==> src/rtl/btn_pkg.sv <==
package btn_pkg;
  localparam int MAX_BTN = 16;

  typedef logic [MAX_BTN-1:0] btn_vec_t;

  // True when exactly one bit of the pattern is set.
  function automatic logic is_single(input btn_vec_t v);
    return $countones(v) == 1;
  endfunction

  // Index of the highest set bit; 0 for an empty pattern.
  function automatic int unsigned bit_index(input btn_vec_t v);
    int unsigned idx;
    idx = 0;
    for (int i = 0; i < MAX_BTN; i++) begin
      if (v[i]) idx = i;
    end
    return idx;
  endfunction
endpackage

==> src/rtl/btn_sync.sv <==
module btn_sync #(
  parameter int W      = 4,
  parameter int STAGES = 2
) (
  input  logic         clk,
  input  logic         rst_n,
  input  logic [W-1:0] d_i,
  output logic [W-1:0] q_o
);
  logic [STAGES-1:0][W-1:0] stg;

  generate
    if (STAGES == 1) begin : g_single
      always_ff @(posedge clk or negedge rst_n) begin
        if (!rst_n) stg <= '0;
        else        stg <= d_i;
      end
    end else begin : g_chain
      always_ff @(posedge clk or negedge rst_n) begin
        if (!rst_n) stg <= '0;
        else        stg <= {stg[STAGES-2:0], d_i};
      end
    end
  endgenerate

  assign q_o = stg[STAGES-1];
endmodule

==> src/rtl/btn_mask.sv <==
module btn_mask #(
  parameter int W = 4
) (
  input  logic         clk,
  input  logic         rst_n,
  input  logic         clear_i,
  input  logic [W-1:0] sync_i,
  output logic [W-1:0] mask_o
);
  logic [W-1:0] mask_q;

  always_ff @(posedge clk or negedge rst_n) begin
    if (!rst_n)       mask_q <= '0;
    else if (clear_i) mask_q <= sync_i;
    else              mask_q <= mask_q & sync_i;
  end

  assign mask_o = mask_q;

  // A bit may leave the mask only, never join it, outside a clear.
  AST_MASK_NO_GROW: assert property (@(posedge clk) disable iff (!rst_n)
    !clear_i |=> (mask_q & ~$past(mask_q)) == '0);
  // A bit whose synchronized input read released is unmasked.
  AST_MASK_RELEASE: assert property (@(posedge clk) disable iff (!rst_n)
    !clear_i |=> (mask_q & ~$past(sync_i)) == '0);
endmodule

==> src/rtl/btn_capture.sv <==
module btn_capture
  import btn_pkg::*;
#(
  parameter int W      = 4,
  parameter int CODE_W = 2
) (
  input  logic              clk,
  input  logic              rst_n,
  input  logic              clear_i,
  input  logic [W-1:0]      eff_i,
  output logic              pressed_o,
  output logic [CODE_W-1:0] code_o
);
  btn_vec_t          eff_ext;
  logic              single_ok;
  logic [CODE_W-1:0] code_next;
  logic              pressed_q;
  logic [CODE_W-1:0] code_q;

  always_comb begin
    eff_ext        = '0;
    eff_ext[W-1:0] = eff_i;
  end

  assign single_ok = is_single(eff_ext);
  assign code_next = CODE_W'(bit_index(eff_ext));

  always_ff @(posedge clk or negedge rst_n) begin
    if (!rst_n) begin
      pressed_q <= 1'b0;
      code_q    <= '0;
    end else if (clear_i) begin
      pressed_q <= 1'b0;
      code_q    <= '0;
    end else if (!pressed_q && single_ok) begin
      pressed_q <= 1'b1;
      code_q    <= code_next;
    end
  end

  assign pressed_o = pressed_q;
  assign code_o    = code_q;

  AST_IDLE_CODE_ZERO: assert property (@(posedge clk) disable iff (!rst_n)
    !pressed_q |-> code_q == '0);
  AST_SINGLE_TAKEN: assert property (@(posedge clk) disable iff (!rst_n)
    (!pressed_q && !clear_i && single_ok) |=> pressed_q);
  AST_NO_MULTI: assert property (@(posedge clk) disable iff (!rst_n)
    (!pressed_q && !clear_i && !single_ok) |=> !pressed_q);
  AST_HOLD_FROZEN: assert property (@(posedge clk) disable iff (!rst_n)
    (pressed_q && !clear_i) |=> (pressed_q && $stable(code_q)));
  AST_CLEAR_EMPTIES: assert property (@(posedge clk) disable iff (!rst_n)
    clear_i |=> (!pressed_q && code_q == '0));
endmodule

==> src/rtl/btn_latch_encoder.sv <==
module btn_latch_encoder #(
  parameter int NUM_BTN     = 4,
  parameter int SYNC_STAGES = 2,
  localparam int CODE_W     = (NUM_BTN > 1) ? $clog2(NUM_BTN) : 1
) (
  input  logic              clk,
  input  logic              rst_n,
  input  logic              clear_i,
  input  logic [NUM_BTN-1:0] btn_i,
  output logic [CODE_W-1:0] code_o,
  output logic              pressed_o
);
  logic [NUM_BTN-1:0] btn_sync;
  logic [NUM_BTN-1:0] btn_mask;
  logic [NUM_BTN-1:0] btn_eff;

  btn_sync #(.W(NUM_BTN), .STAGES(SYNC_STAGES)) u_sync (
    .clk   (clk),
    .rst_n (rst_n),
    .d_i   (btn_i),
    .q_o   (btn_sync)
  );

  btn_mask #(.W(NUM_BTN)) u_mask (
    .clk     (clk),
    .rst_n   (rst_n),
    .clear_i (clear_i),
    .sync_i  (btn_sync),
    .mask_o  (btn_mask)
  );

  // Held-over buttons are removed before the single-press test.
  assign btn_eff = btn_sync & ~btn_mask;

  btn_capture #(.W(NUM_BTN), .CODE_W(CODE_W)) u_cap (
    .clk       (clk),
    .rst_n     (rst_n),
    .clear_i   (clear_i),
    .eff_i     (btn_eff),
    .pressed_o (pressed_o),
    .code_o    (code_o)
  );
endmodule

==> config.mk <==
export PLATFORM = sky130hd
export DESIGN_NAME = btn_latch_encoder
export DESIGN_NICKNAME = d
export VERILOG_FILES = /design/src/rtl/btn_pkg.sv /design/src/rtl/btn_sync.sv /design/src/rtl/btn_mask.sv /design/src/rtl/btn_capture.sv /design/src/rtl/btn_latch_encoder.sv
export SDC_FILE = /design/constraint.sdc
export NUM_CORES = 1
export LEC_CHECK = 0
export CAP_MARGIN = 20
export CORE_AREA = 2 2 39 41
export DETAILED_ROUTE_END_ITERATION = 7
export DIE_AREA = 0 0 41 43
export DONT_BUFFER_PORTS = 1
export PLACE_DENSITY = 0.58
export RECOVER_POWER = 100
export SETUP_SLACK_MARGIN = 0.05
export SKIP_LAST_GASP = 1
export SLEW_MARGIN = 20
export SYNTH_ARGS = -nofsm -noshare
export SYNTH_HDL_FRONTEND = slang
export SYNTH_SLANG_ARGS = --single-unit
==> constraint.sdc <==
create_clock -name clk -period 7.15 [get_ports clk]
set_input_delay 1.43 -clock clk [delete_from_list [all_inputs] [get_ports clk]]
set_output_delay 1.43 -clock clk [all_outputs]
set_load 0.01 [all_outputs]
==> out/results.tsv <==
stage	metric	value	unit
layout	Ant. Diodes	0	
placed_design	IO buf count	0	
cts	PostCTS Resize Cnt	0	
synth	Synth Register Bits	15	
sta	Setup TNS	0	ns
critical_path	Worst Setup End Kind	flip-flop	
drt	total number of vias	282	
layout	Fillers	123	
synth	Unique masters post-synth	15	
grt	Tot GR Track Use	11.6	%
drt	M1 WL	295	µm
synth	Post-synth EDFFs	0	
sta	Setup Skew	0.00385	ns
synth	Synth Cell Area	573	µm²
synth	register area share after synthesis	65.5	%
die	Cell Rows	14	
job	max_cap viols	0	
die	Die Ht	43	µm
die	die width	41	µm
power_and_ir_drop	total power	161	µW
drt	Via density	4.70	
critical_path	CP cell instances	nand2b_1 > inv_1 > ha_1 > ha_1 > fa_1 > or4b_1 > or2_0 > a21oi_2	
synth	Synth area leaders	dfrtp_1 (66%), ha_1 (8.7%), o21a_1 (5.2%), fa_1 (3.5%), nor2b_1 (3.3%)	
die	die area	0.00176	mm²
critical_path	Worst Path Buf+Inv	1	
layout	share of cells above drive strength 1	9.09	%
synth	post-synth top area cell	dfrtp_1	
synth	Synth Flop Type	dfrtp_1	
power_and_ir_drop	Static Leak	0.000289	µW
sta	final hold vios	0	
power_and_ir_drop	Power Dens Cells	261	mW/mm²
drt	DRC violations left	0	
critical_path	Setup CP Type	reg -> reg	
sta	final setup fails	0	
cts	CTS Hold Bufs	0	
critical_path	crit-path leading delay family	simple AND/OR/NAND/NOR gates	
min_path	hold path start	u_sync.stg[0]	
sta	Max Clock Freq	393	MHz
cts	setup bufs post-CTS	0	
critical_path	crit path DAT	2.75	ns
synth	syn_nets	52	
min_path	worst hold-check path type	reg -> reg	
critical_path	CP max-delay cell	or4b_1	
cts	Root Buffer	clkbuf_4	
drt	routed length on met2	339	µm
grt	largest net degree at the start of global routing	16	
cts	Num CTS Buffers	3	
critical_path	Critical Path RT	7.36	ns
die	I/O pin total	10	
synth	mean post-synth cell area	14.3	µm²
synth	most numerous cell in the Yosys netlist	dfrtp_1	
sta	hold_ws	0.353	ns
sta	Slew @ Worst Pin	0.219	ns
synth	Post-synth ARST share	100	%
drt	DR WL/cell	11.9	µm
sta	fin crit period	2.55	ns
sta	Worst slew margin	85.4	%
cts	CTS H-tree depth	1	
grt	global route overflow	0	
critical_path	Critical Path Most Common Cell	ha_1	
synth	share of the synthesized area in the top cell type	65.5	%
grt	number of global-route vias before repair	306	
die	Starting Density	41.4	%
critical_path	r2r startpoint	u_mask.mask_o[2]	
cts	CTS tree	built	
drt	Detail Route Antenna Nets	0	
critical_path	Worst Setup SP	u_mask.mask_o[2]	
critical_path	Critical Path Source Type	flip-flop	
placed_design	pre-CTS setup slack	4.63	ns
grt	antenna violations before repair	0	
critical_path	CP peak stage delay	0.61	ns
synth	Synth Instances	40	
layout	fin nets	57	
layout	Multi-input gate area	183	µm²
sta	Final Slew Violations	0	
power_and_ir_drop	Max VDD drop	0.140	mV
drt	top layer in use	met3	
cts	clock sinks	15	
placed_design	Final Wtd Congestion	0.626	
run_status	run status	finished, final reports clean	
cts	Worst-path clk slew	0.08	ns
synth	Commonest cells post-synth	dfrtp_1 (15), ha_1 (4), o21a_1 (4), inv_1 (3), nor2b_1 (3)	
drt	met3 routed WL	78	µm
die	core footprint	0.00138	mm²
sta	RSZ-0062 raised after global routing	false	
drt	Routed WL	713	µm
drt	drt pass-1 iters	1	
sta	period utilization	35.6	%
drt	Iter 0 DRT Violations	0	
layout	register area	375	µm²
cts	clock latency on the worst-skew pair	0.27	ns
layout	Syn-to-layout area delta	7.42	%
critical_path	critical path fanouts, max	4	
synth	Synth warnings	0	
cts	worst-case clock buffer depth	2	
layout	Final Core Density	44.5	%
sta	fin worst setup slack	4.60	ns
grt	first-pass GRT wire length	1.26	mm
## layout by cell type, fill, tap and decap left out
cell       n
clkbuf_1   1
dfrtp_1   15
or2_0      1
nand2b_1   1
o21a_1     4
ha_1       4
or4b_1     1
a221oi_1   1
clkbuf_4   3
fa_1       1
nor2_1     2
inv_1      3
nor3b_1    1
nor2b_1    3
nand2_1    1
a21oi_2    1
a21oi_1    1
## sequential cells by signal, summed over array words and instances, names as in the netlist
register         count
u_mask.mask_o        4
u_sync.q_o           4
u_sync.stg           4
u_cap.code_o         2
u_cap.pressed_o      1
## metal layers
metal	track usage [%]	up-vias
met1	15.0	130
met2	14.1	13
li1	-	139
met5	0	-
met4	10.0	0
met3	5.24	0
## layout make-up
cell class	instances	area share (%)
flip-flops and latches	15	61.0
multi-input cells	22	29.7
clock buffers	4	4.27
well taps	16	3.25
inverters	3	1.83
## path summary, 6_finish.rpt
| path | slack [ns] | to | depth (start not counted) |
|---|---|---|---|
| worst max-delay path | 4.60 | u_cap.code_o[1] | 8 |
| max in group asynchronous | 6.24 | u_mask.mask_o[3] | 0 |
| worst min-delay path | 0.35 | u_sync.q_o[0] | 0 |
| worst max register to register | 4.60 | u_cap.code_o[1] | 8 |
| worst min register to register | 0.35 | u_sync.q_o[0] | 0 |
| min in group asynchronous | 0.84 | u_sync.stg[1] | 0 |
## logic make-up after synthesis
| kind of cell | after synthesis | share of synthesized area [%] |
|---|---|---|
| flip-flops | 15 | 65.5 |
| AND/OR/NAND/NOR | 10 | 11.1 |
| adder cells (fa/ha/maj) | 5 | 12.2 |
| AO/OA/AOI/OAI | 7 | 9.17 |
| buffers and inverters | 3 | 1.96 |
## metrics by stage
step	cells	area, µm²
global route	60	616
global placement	56	593
finish	60	616
floorplan	40	573
CTS	60	619
detailed placement	56	593
## report_power, final
| group | switching (µW) | internal (µW) |
|---|---|---|
| Combinational | 9.07 | 9.01 |
| Sequential | 5.55 | 91.9 |
| Clock | 23.5 | 21.6 |
Note: power is estimated with default switching activity, not from simulation.
